`src/rtl/abarb_pkg.sv`:
```
package abarb_pkg;
  // Source that decided the next address grant
  typedef enum logic [2:0] {
    SRC_HOLD,     // tenure running, grant frozen
    SRC_BLOCK,    // data queue full, no grant
    SRC_CPU,      // copyback in progress
    SRC_RETRIED,  // hand back to retried master
    SRC_REQ,      // fixed priority among requesters
    SRC_PARK,     // idle, parked master
    SRC_IDLE      // idle, nothing granted
  } arb_src_e;
endpackage

```
`src/rtl/abarb_prio_sel.sv`:
```
module abarb_prio_sel #(
  parameter int N_MASTERS = 4,
  localparam int IDX_W = (N_MASTERS > 1) ? $clog2(N_MASTERS) : 1
) (
  input  logic [N_MASTERS-1:0] req,
  output logic                 found,
  output logic [IDX_W-1:0]     idx
);
  always_comb begin
    found = 1'b0;
    idx   = '0;
    for (int i = N_MASTERS - 1; i >= 0; i--) begin
      if (req[i]) begin
        found = 1'b1;
        idx   = IDX_W'(i);
      end
    end
  end
endmodule

```
`src/rtl/abarb_dq.sv`:
```
module abarb_dq #(
  parameter int DATA_W = 2,
  parameter int DEPTH  = 4,
  localparam int PTR_W = (DEPTH > 1) ? $clog2(DEPTH) : 1,
  localparam int CNT_W = $clog2(DEPTH + 1)
) (
  input  logic              clk,
  input  logic              rst_n,
  input  logic              push,
  input  logic [DATA_W-1:0] push_data,
  input  logic              pop,
  output logic              valid,
  output logic [DATA_W-1:0] head,
  output logic              full_nxt
);
  logic [DATA_W-1:0] mem [DEPTH];
  logic [PTR_W-1:0]  rd_q, wr_q;
  logic [CNT_W-1:0]  cnt_q, cnt_d;
  logic              do_pop;

  assign valid  = (cnt_q != '0);
  assign head   = mem[rd_q];
  assign do_pop = pop && valid;

  always_comb begin
    cnt_d = cnt_q;
    if (push && !do_pop) cnt_d = cnt_q + 1'b1;
    else if (!push && do_pop) cnt_d = cnt_q - 1'b1;
  end
  assign full_nxt = (cnt_d == CNT_W'(DEPTH));

  function automatic logic [PTR_W-1:0] adv(input logic [PTR_W-1:0] p);
    return (p == PTR_W'(DEPTH - 1)) ? '0 : p + 1'b1;
  endfunction

  always_ff @(posedge clk or negedge rst_n) begin
    if (!rst_n) begin
      rd_q  <= '0;
      wr_q  <= '0;
      cnt_q <= '0;
    end else begin
      cnt_q <= cnt_d;
      if (push) wr_q <= adv(wr_q);
      if (do_pop) rd_q <= adv(rd_q);
    end
  end

  always_ff @(posedge clk) begin
    if (push) mem[wr_q] <= push_data;
  end
endmodule

```
`src/rtl/abus_arbiter.sv`:
```
module abus_arbiter
  import abarb_pkg::*;
#(
  parameter int N_MASTERS = 4,
  parameter int DQ_DEPTH  = 4,
  localparam int IDX_W = (N_MASTERS > 1) ? $clog2(N_MASTERS) : 1
) (
  input  logic                 clk,
  input  logic                 rst_n,
  input  logic [N_MASTERS-1:0] req_i,
  input  logic                 ts_i,
  input  logic                 aack_i,
  input  logic                 retry_i,
  input  logic                 park_en_i,
  input  logic [IDX_W-1:0]     park_idx_i,
  input  logic                 dend_i,
  output logic [N_MASTERS-1:0] agnt_o,
  output logic [N_MASTERS-1:0] dgnt_o,
  output logic                 dslv_gnt_o
);
  // Address ownership state
  logic             gnt_vld_q, gnt_vld_d;
  logic [IDX_W-1:0] gnt_idx_q, gnt_idx_d;
  logic             busy_q, busy_d;
  // Retry recovery state
  logic             cb_q, cb_d;       // CPU copyback owed
  logic             pend_q, pend_d;   // retried master owed the bus
  logic [IDX_W-1:0] ridx_q, ridx_d;

  logic             start, ended, retry_ok, commit, free_bus;
  logic             rq_found;
  logic [IDX_W-1:0] rq_idx;
  logic             dq_valid, dq_full_nxt;
  logic [IDX_W-1:0] dq_head;
  logic             park_ok;
  arb_src_e         src;

  abarb_prio_sel #(.N_MASTERS(N_MASTERS)) u_prio (
    .req   (req_i),
    .found (rq_found),
    .idx   (rq_idx)
  );

  abarb_dq #(.DATA_W(IDX_W), .DEPTH(DQ_DEPTH)) u_dq (
    .clk       (clk),
    .rst_n     (rst_n),
    .push      (commit),
    .push_data (gnt_idx_q),
    .pop       (dend_i),
    .valid     (dq_valid),
    .head      (dq_head),
    .full_nxt  (dq_full_nxt)
  );

  assign start    = !busy_q && ts_i && gnt_vld_q;
  assign ended    = busy_q && aack_i;
  assign retry_ok = ended && retry_i && (gnt_idx_q != '0);
  assign commit   = ended && !retry_ok;
  assign free_bus = ended || (!busy_q && !start);
  assign park_ok  = park_en_i && (int'(park_idx_i) < N_MASTERS);

  // Recovery bookkeeping
  always_comb begin
    cb_d   = cb_q;
    pend_d = pend_q;
    ridx_d = ridx_q;
    if (retry_ok) begin
      cb_d   = 1'b1;
      pend_d = 1'b1;
      ridx_d = gnt_idx_q;
    end else if (commit && cb_q && (gnt_idx_q == '0)) begin
      cb_d = 1'b0;
    end
    if (start && pend_q && !cb_q && (gnt_idx_q == ridx_q)) pend_d = 1'b0;
  end

  // Grant source selection, priority order is behaviour
  always_comb begin
    if (!free_bus)        src = SRC_HOLD;
    else if (dq_full_nxt) src = SRC_BLOCK;
    else if (cb_d)        src = SRC_CPU;
    else if (pend_d)      src = SRC_RETRIED;
    else if (rq_found)    src = SRC_REQ;
    else if (park_ok)     src = SRC_PARK;
    else                  src = SRC_IDLE;
  end

  always_comb begin
    gnt_vld_d = 1'b1;
    gnt_idx_d = gnt_idx_q;
    busy_d    = busy_q;
    if (start) busy_d = 1'b1;
    if (ended) busy_d = 1'b0;
    unique case (src)
      SRC_HOLD:    ;
      SRC_CPU:     gnt_idx_d = '0;
      SRC_RETRIED: gnt_idx_d = ridx_d;
      SRC_REQ:     gnt_idx_d = rq_idx;
      SRC_PARK:    gnt_idx_d = park_idx_i;
      default:     begin gnt_vld_d = 1'b0; gnt_idx_d = '0; end
    endcase
    if (src == SRC_HOLD) gnt_vld_d = gnt_vld_q;
  end

  always_ff @(posedge clk or negedge rst_n) begin
    if (!rst_n) begin
      gnt_vld_q <= 1'b0;
      gnt_idx_q <= '0;
      busy_q    <= 1'b0;
      cb_q      <= 1'b0;
      pend_q    <= 1'b0;
      ridx_q    <= '0;
    end else begin
      gnt_vld_q <= gnt_vld_d;
      gnt_idx_q <= gnt_idx_d;
      busy_q    <= busy_d;
      cb_q      <= cb_d;
      pend_q    <= pend_d;
      ridx_q    <= ridx_d;
    end
  end

  // One-hot decode of both grant vectors
  for (genvar g = 0; g < N_MASTERS; g++) begin : g_dec
    assign agnt_o[g] = gnt_vld_q && (gnt_idx_q == IDX_W'(g));
    assign dgnt_o[g] = dq_valid && (dq_head == IDX_W'(g));
  end
  assign dslv_gnt_o = dq_valid;
endmodule

```
`config.mk`:
```
export PLATFORM = sky130hd
export DESIGN_NAME = abus_arbiter
export DESIGN_NICKNAME = d
export VERILOG_FILES = /design/src/rtl/abarb_pkg.sv /design/src/rtl/abarb_prio_sel.sv /design/src/rtl/abarb_dq.sv /design/src/rtl/abus_arbiter.sv
export SDC_FILE = /design/constraint.sdc
export NUM_CORES = 1
export LEC_CHECK = 0
export CAP_MARGIN = 30
export CORE_UTILIZATION = 46
export CTS_BUF_LIST = sky130_fd_sc_hd__clkbuf_4
export DETAILED_ROUTE_END_ITERATION = 7
export PLACE_DENSITY_LB_ADDON = 0.08
export SYNTH_ARGS = -nofsm -noshare
export SYNTH_HDL_FRONTEND = slang
export SYNTH_HIERARCHICAL = 1
export SYNTH_SLANG_ARGS = --single-unit
export TNS_END_PERCENT = 5
```
`constraint.sdc`:
```
create_clock -name clk -period 2.6 [get_ports clk]
set_input_delay 0.52 -clock clk [delete_from_list [all_inputs] [get_ports clk]]
set_output_delay 0.52 -clock clk [all_outputs]
set_load 0.02 [all_outputs]
```
==> metrics.yaml, run 1 <==
place:
  gp_congestion: 0.748
  placed_area_um2: 1640
  hpwlAfterDp_um: 2090
  portBuffers: 21
  pre_cts_ws_ns: -0.0162
  placed_cells: 180
floorplanning:
  ios: 22
  die_w_um: 56.8
  placementRows: 19
  initial_utilization_pct: 49.2
  core_area_um2: 2810
  dieArea_um2: 3230
  die_h_um: 56.8
yosys:
  ys_ff_latch: 23
  synthTopCellsByArea: "dfrtp_1 27%, edfxtp_1 17%, ha_1 7.2%, mux4_2 3.3%, nand2_1 2.4%"
  synth_edf_count: 8
  yosys_warnings: 6
  ys.flop_type: "dfrtp_1"
  async_flop_share_pct: 65.2
  synth_cell_type_count: 52
  syn_nets: 147
  synth_area_leader_cell: "dfrtp_1"
  syn_area_per_cell_um2: 11.0
  synth_top_area_share_pct: 27.2
  ys_seq_area_share_pct: 44.6
  synth_area_um2: 1380
  syn_inst: 126
timing:
  grt_setup_unrepaired: "false"
  setup_tns_ns: 0
  final.period_utilization_pct: 91.4
  hold_viol: 0
  fin_crit_ns: 2.38
  setup_viol: 0
  slew_headroom_pct: 51.5
  finClkSkew_ns: 0.00661
  layout_setup_ws_ns: 0.224
  worst_pin_slew_ns: 0.725
  slew_violations: 0
  max_freq_mhz: 421
run:
  drv_cap: 0
global_routing:
  grt_use_met2_pct: 35.7
  grt_util_met1_pct: 21.8
  antenna_found_initial: 0
  grtUsageMet3_pct: 2.76
  grt_pass1_wl_um: 4690
  grt_overflow_total: 0
  busiest_layer: "met2"
  grt_pass1_vias: 1042
  track_usage_pct: 19.0
  grt_max_degree: 16
clock_network:
  h-tree-depth: 1
  clkTransAtPathRegs_ns: 0.12
  cts_buffer_depth: 2
  root_buffer: "clkbuf_4"
  cts_made_buffers: 3
  clock_sinks: 23
  clk_latency_ns: 0.31
  cts_tree: "yes"
  cts_setup_buffers: 0
detailed_routing:
  first_iter_violations: 32
  vias_per_cell: 5.67
  detail-route-antenna-nets: 0
  via_count: 1043
  drc: 2
  totalWireLength_um: 2680
  firstDrtPassIters: 6
  wl_per_cell_um: 14.5
critical_path:
  crit_path_start_kind: "flip-flop"
  crit_type: "reg2out"
  cp-end-kind: "output port"
  crit_fanout: 5
  cp.required_ns: 2.08
  cp.arrival_ns: 1.86
final_layout:
  drive_gt1_share_pct: 16.3
  final_common_cell: "clkdlybuf4s50_1"
  final_cell_mix: "17 x clkdlybuf4s50_1, 14 x dfrtp_1, 9 x nand2_1"
  fill_cells: 253
  stdcell_area_um2: 1680
  final_cells: 184
  final_nets: 175
  area_delta_synth_final_pct: 21.3
  multi_input_area_um2: 708
  num_antenna_cells: 0
  regArea_um2: 617
power:
  power_leakage_nw: 0.731
  ir_worst_vdd_mv: 0.451
  power-per-cell-area_nw_per_um2: 1050
run_status:
  violations: "DRC"
  status: "complete, but fails checks"
worst_hold_path:
  hold_path.class: "reg2reg"
layer usage:
layer  wire [um]  part of all wire (%)
met4          15                  0.56
met3          81                   3.0
met1        1160                    44
met2        1410                    53
met5           0                     0
flip-flops by register name, summed over array words and instances, names as in the netlist:
name and cells:
ridx_q 2, cb_q 1, u_dq/cnt_q 3, u_dq/wr_q 2
busy_q 1, pend_q 1, u_dq/mem 8, gnt_idx_q 2
u_dq/rd_q 2, gnt_vld_q 1
worst max-delay path, cell delays in order (launching register included):
cell and delay [ns]:
dfrtp_2 0.44, mux4_2 0.56, nor3b_1 0.20, dlygate4sd2_1 0.36
synth_stat cells, types with 3 or more instances:
cell type and number:
a21oi_1 3, and2_1 4, dfrtp_1 15, edfxtp_1 8, ha_1 8, inv_1 7
nand2_1 9, nand3b_1 3, nor2_1 8, nor3_1 3, o21ai_0 5
per-stage QoR:
stage / total power [mW] / util (%) / hold WS (ns)
global route: 1.92 / 59.7 / 0.533
detailed placement: 1.63 / 58.6 / 0.499
global placement: 1.59 / 58.6 / 0.490
finish: 1.77 / 59.7 / 0.509
CTS: 1.79 / 59.5 / 0.513
floorplan: 1.32 / - / 0.224
cell type report:
| type | count | area share [%] |
|---|---|---|
| Clock inverter | 1 | 0.299 |
| Sequential cell | 23 | 36.8 |
| Tap cell | 31 | 2.32 |
| Multi-Input combinational cell | 92 | 42.3 |
| Clock buffer | 3 | 1.34 |
| Inverter | 7 | 1.57 |
| Timing Repair Buffer | 27 | 15.4 |
path summary, 6_finish.rpt:
path,from,to,slack (ns),cells past startpoint
setup / recovery,u_dq/rd_q[0]$_DFFE_PN0P_,dgnt_o[0],0.22,3
hold / removal,u_dq/cnt_q[2]$_DFF_PN0_,u_dq/cnt_q[2]$_DFF_PN0_,0.51,1
setup reg to reg,u_dq/cnt_q[0]$_DFF_PN0_,gnt_vld_q$_DFFE_PN0P_,0.42,8
hold reg to reg,u_dq/cnt_q[2]$_DFF_PN0_,u_dq/cnt_q[2]$_DFF_PN0_,0.51,1
max in group asynchronous,rst_n,u_dq/rd_q[0]$_DFFE_PN0P_,1.47,1
min in group asynchronous,rst_n,pend_q$_DFF_PN0_,0.63,1
kinds of logic (layout without fill, tap and decap cells):
family                     count (synthesis)  after routing  synth area share (%)
buffers and inverters                     11             38                  4.17
and+or+nand+nor                           51             51                  22.6
AOI/OAI and AO/OA                         26             26                  14.7
muxes                                      4              4                  4.80
xor gates and xnor gates                   3              3                  1.90
adders and majority gates                  8              8                  7.25
DFF                                       23             23                  44.6
timing repair:
item                                    CTS  global route
hold buffers                              0             0
cloned                                    0             0
endpoints found under the setup margin    4             2
gates resized for setup                   3             2
where the power goes:
| group | total (mW) | internal, mW | leakage [nW] | switching, mW |
|---|---|---|---|---|
| sequential | 0.641 | 0.516 | 0.252 | 0.124 |
| clock | 0.165 | 0.0574 | 0.0177 | 0.107 |
| combinational | 0.961 | 0.471 | 0.461 | 0.490 |
| total | 1.77 | 1.05 | 0.731 | 0.721 |
Note: power is estimated with default switching activity, not from simulation.
==> inputs of run 2 (changes only) <==
--- a/config.mk
+++ b/config.mk
@@ -6,7 +6,7 @@
 export NUM_CORES = 1
 export LEC_CHECK = 0
 export CAP_MARGIN = 30
-export CORE_UTILIZATION = 46
+export CORE_UTILIZATION = 50
 export CTS_BUF_LIST = sky130_fd_sc_hd__clkbuf_4
 export DETAILED_ROUTE_END_ITERATION = 7
 export PLACE_DENSITY_LB_ADDON = 0.08
==> constraint.sdc (replaced) <==
create_clock -name clk -period 1.9 [get_ports clk]
set_input_delay 0.38 -clock clk [delete_from_list [all_inputs] [get_ports clk]]
set_output_delay 0.38 -clock clk [all_outputs]
set_load 0.02 [all_outputs]
==> run 2 against run 1 <==
Net effect: the flow finishes with violations (setup timing); cell area increased by 9.0%; highest routed layer unchanged; utilization grew 12 points; routed wire length increased by 5.1%; register-to-register slack worse by 0.59 ns; largest power group unchanged; die area is 7.7% lower; largest cell class unchanged; clock skew is 0.0019 ns lower; first-iteration DRC count fell by 44%.
==> metrics.yaml, run 2 (same netlist as run 1, synthesis figures left out) <==
run_status:
  status: "complete, but fails checks"
  violations: "setup timing"
timing:
  finClkSkew_ns: 0.00467  # -0.00194 ns
  worst_pin_slew_ns: 0.300  # -0.425 ns
  slew_headroom_pct: 80.0  # +29 points
  setup_tns_ns: -0.853  # -0.853 ns
  hold_viol: 0  # unchanged
  fin_crit_ns: 2.07
  max_freq_mhz: 482
  setup_viol: 7  # +7
  layout_setup_ws_ns: -0.175  # -0.399 ns
  slew_violations: 0  # unchanged
  grt_setup_unrepaired: "true"
  final.period_utilization_pct: 109
  timing.hold.ws_ns: 0.374  # -0.135 ns
global_routing:
  grt_pass1_vias: 1059  # +1.6%
  grt_pass1_wl_um: 4350  # -7.2%
  grt_max_degree: 16  # unchanged
  grt_overflow_total: 0  # unchanged
  track_usage_pct: 21.2  # +2.2 points
  antenna_found_initial: 0  # unchanged
floorplanning:
  initial_utilization_pct: 54.3  # +5.0 points
  placementRows: 18  # -1
  core_area_um2: 2540  # -9.3%
  die_w_um: 54.6  # -3.9%
  die_h_um: 54.6  # -3.9%
  dieArea_um2: 2980  # -7.7%
  ios: 22  # unchanged
final_layout:
  drive_gt1_share_pct: 31.2  # +15 points
  final_nets: 195  # +11%
  area_delta_synth_final_pct: 32.2
  fill_cells: 212  # -16%
  regArea_um2: 617  # unchanged
  regMostFlops: "u_dq/mem"
  num_antenna_cells: 0  # unchanged
  multi_input_area_um2: 733  # +3.5%
  final_cell_mix: "30 x buf_4, 14 x dfrtp_1, 12 x clkdlybuf4s50_1"
  reg_top3: "u_dq/mem (8), u_dq/cnt_q (3)"
  largest_register_ffs: 8  # unchanged
  final_cells: 203  # +10%
  final_common_cell: "buf_4"
critical_path:
  crit_fanout: 8  # +3
  cp.required_ns: 2.11  # +0.03 ns
  path_cells: "or2_4 -> a21oi_4 -> buf_4 -> nand3b_1 -> mux2i_1 -> o31a_1 -> inv_1 -> a221o_1 -> o21a_1"
  critPathSlowestCell: "dfrtp_1"
  crit_path_start_kind: "flip-flop"
  r2r_start: "gnt_idx_q[1]$_DFFE_PN0P_"
  cp-end-kind: "flip-flop"
  cp.arrival_ns: 2.29  # +0.43 ns
  crit_start: "gnt_idx_q[1]$_DFFE_PN0P_"
  slowest_delay_ns: 0.40  # -0.16 ns
  crit_type: "reg2reg"
  ff2ff_setup_slack_ns: -0.17  # -0.59 ns
clock_network:
  clock_sinks: 23  # unchanged
  root_buffer: "clkbuf_4"
  postCtsHoldBufs: 0  # unchanged
  h-tree-depth: 1  # unchanged
  cts_made_buffers: 3  # unchanged
  cts_tree: "yes"
  clk_latency_ns: 0.31  # about the same
  cts_buffer_depth: 2  # unchanged
  clkTransAtPathRegs_ns: 0.12  # about the same
power:
  p_clk_share_pct: 8.1  # -1.2 points
  switching_share_pct: 39.0  # -1.8 points
  seqPwrFrac_pct: 30.8  # -5.5 points
  power_frac_comb_pct: 61.1  # +6.7 points
  ir_worst_vdd_mv: 1.10  # +140%
  p_int_mw: 1.65  # +58%
  power_leakage_nw: 0.812  # +11%
  power-per-cell-area_nw_per_um2: 1480  # +41%
  power.switching_mw: 1.06  # +47%
detailed_routing:
  detail-route-antenna-nets: 0  # unchanged
  wl_per_cell_um: 13.8  # -4.8%
  totalWireLength_um: 2810  # +5.1%
  first_iter_violations: 18  # -44%
  via_count: 1105  # +5.9%
  firstDrtPassIters: 4  # -2
  drc: 0  # -2
  vias_per_cell: 5.44  # -4.0%
worst_hold_path:
  hold_path.class: "in2async"
place:
  placed_cells: 198  # +10%
  hpwlAfterDp_um: 2250  # +7.6%
  portBuffers: 21  # unchanged
  gp_congestion: 0.777  # +3.8%
run:
  drv_cap: 0  # unchanged
[run 2: layout make-up]
type                            count  area share [%]
Tap cell                           30            2.05
Multi-Input combinational cell     92            40.1
Clock buffer                        3            1.23
Sequential cell                    23            33.8
Clock inverter                      1           0.274
Timing Repair Buffer               47            21.1
Inverter                            7            1.44
[run 2: critical path, delay by kind of cell, from the launching register on]
family / cells / cell delay [ns]
DFF: 1 / 0.40
muxes: 1 / 0.15
buffers and inverters: 2 / 0.23
and+or+nand+nor: 2 / 0.36
AOI/OAI and AO/OA: 4 / 0.84
[run 2: metal layers]
metal	GRT usage, %	part of all wire [%]
met4	5.56	0.50
met1	23.8	44
met3	4.17	3.0
met5	0	0
met2	40.2	53
[run 2: path summary, 6_finish.rpt]
check                                                 to  cells after the start
min in group clk                 u_dq/cnt_q[2]$_DFF_PN0_                      1
worst min register to register   u_dq/cnt_q[2]$_DFF_PN0_                      1
worst max-delay path               gnt_vld_q$_DFFE_PN0P_                      9
worst min-delay path            u_dq/wr_q[1]$_DFFE_PN0P_                      2
worst max register to register     gnt_vld_q$_DFFE_PN0P_                      9
max in group asynchronous       u_dq/rd_q[0]$_DFFE_PN0P_                      2
[run 2: what timing repair did]
| action | CTS | global route |
|---|---|---|
| gates resized for setup | 28 | 6 |
| endpoints found under the setup margin | 12 | 9 |
| endpoints found under the hold margin | 0 | 0 |
| setup buffers | 1 | 0 |
| pin swaps | 2 | 1 |
[run 2: metrics by stage]
stage	area, um2	power, mW	util, %	setup slack, ns
6_report	1830	2.71	71.8	-0.175
3_5_place_dp	1790	2.49	70.3	-0.560
3_3_place_gp	1790	2.45	70.3	-0.459
4_1_cts	1820	2.69	71.4	-0.186
2_1_floorplan	1400	1.82	-	-0.188
5_1_grt	1830	2.91	71.8	-0.291
[run 2: power groups by stage]
stage	combinational, mW	sequential, mW	clock (mW)
CTS	1.63	0.831	0.232
global placement	1.61	0.838	0
floorplan	0.971	0.848	0
finish	1.66	0.835	0.221
global route	1.80	0.861	0.253
detailed placement	1.64	0.845	0
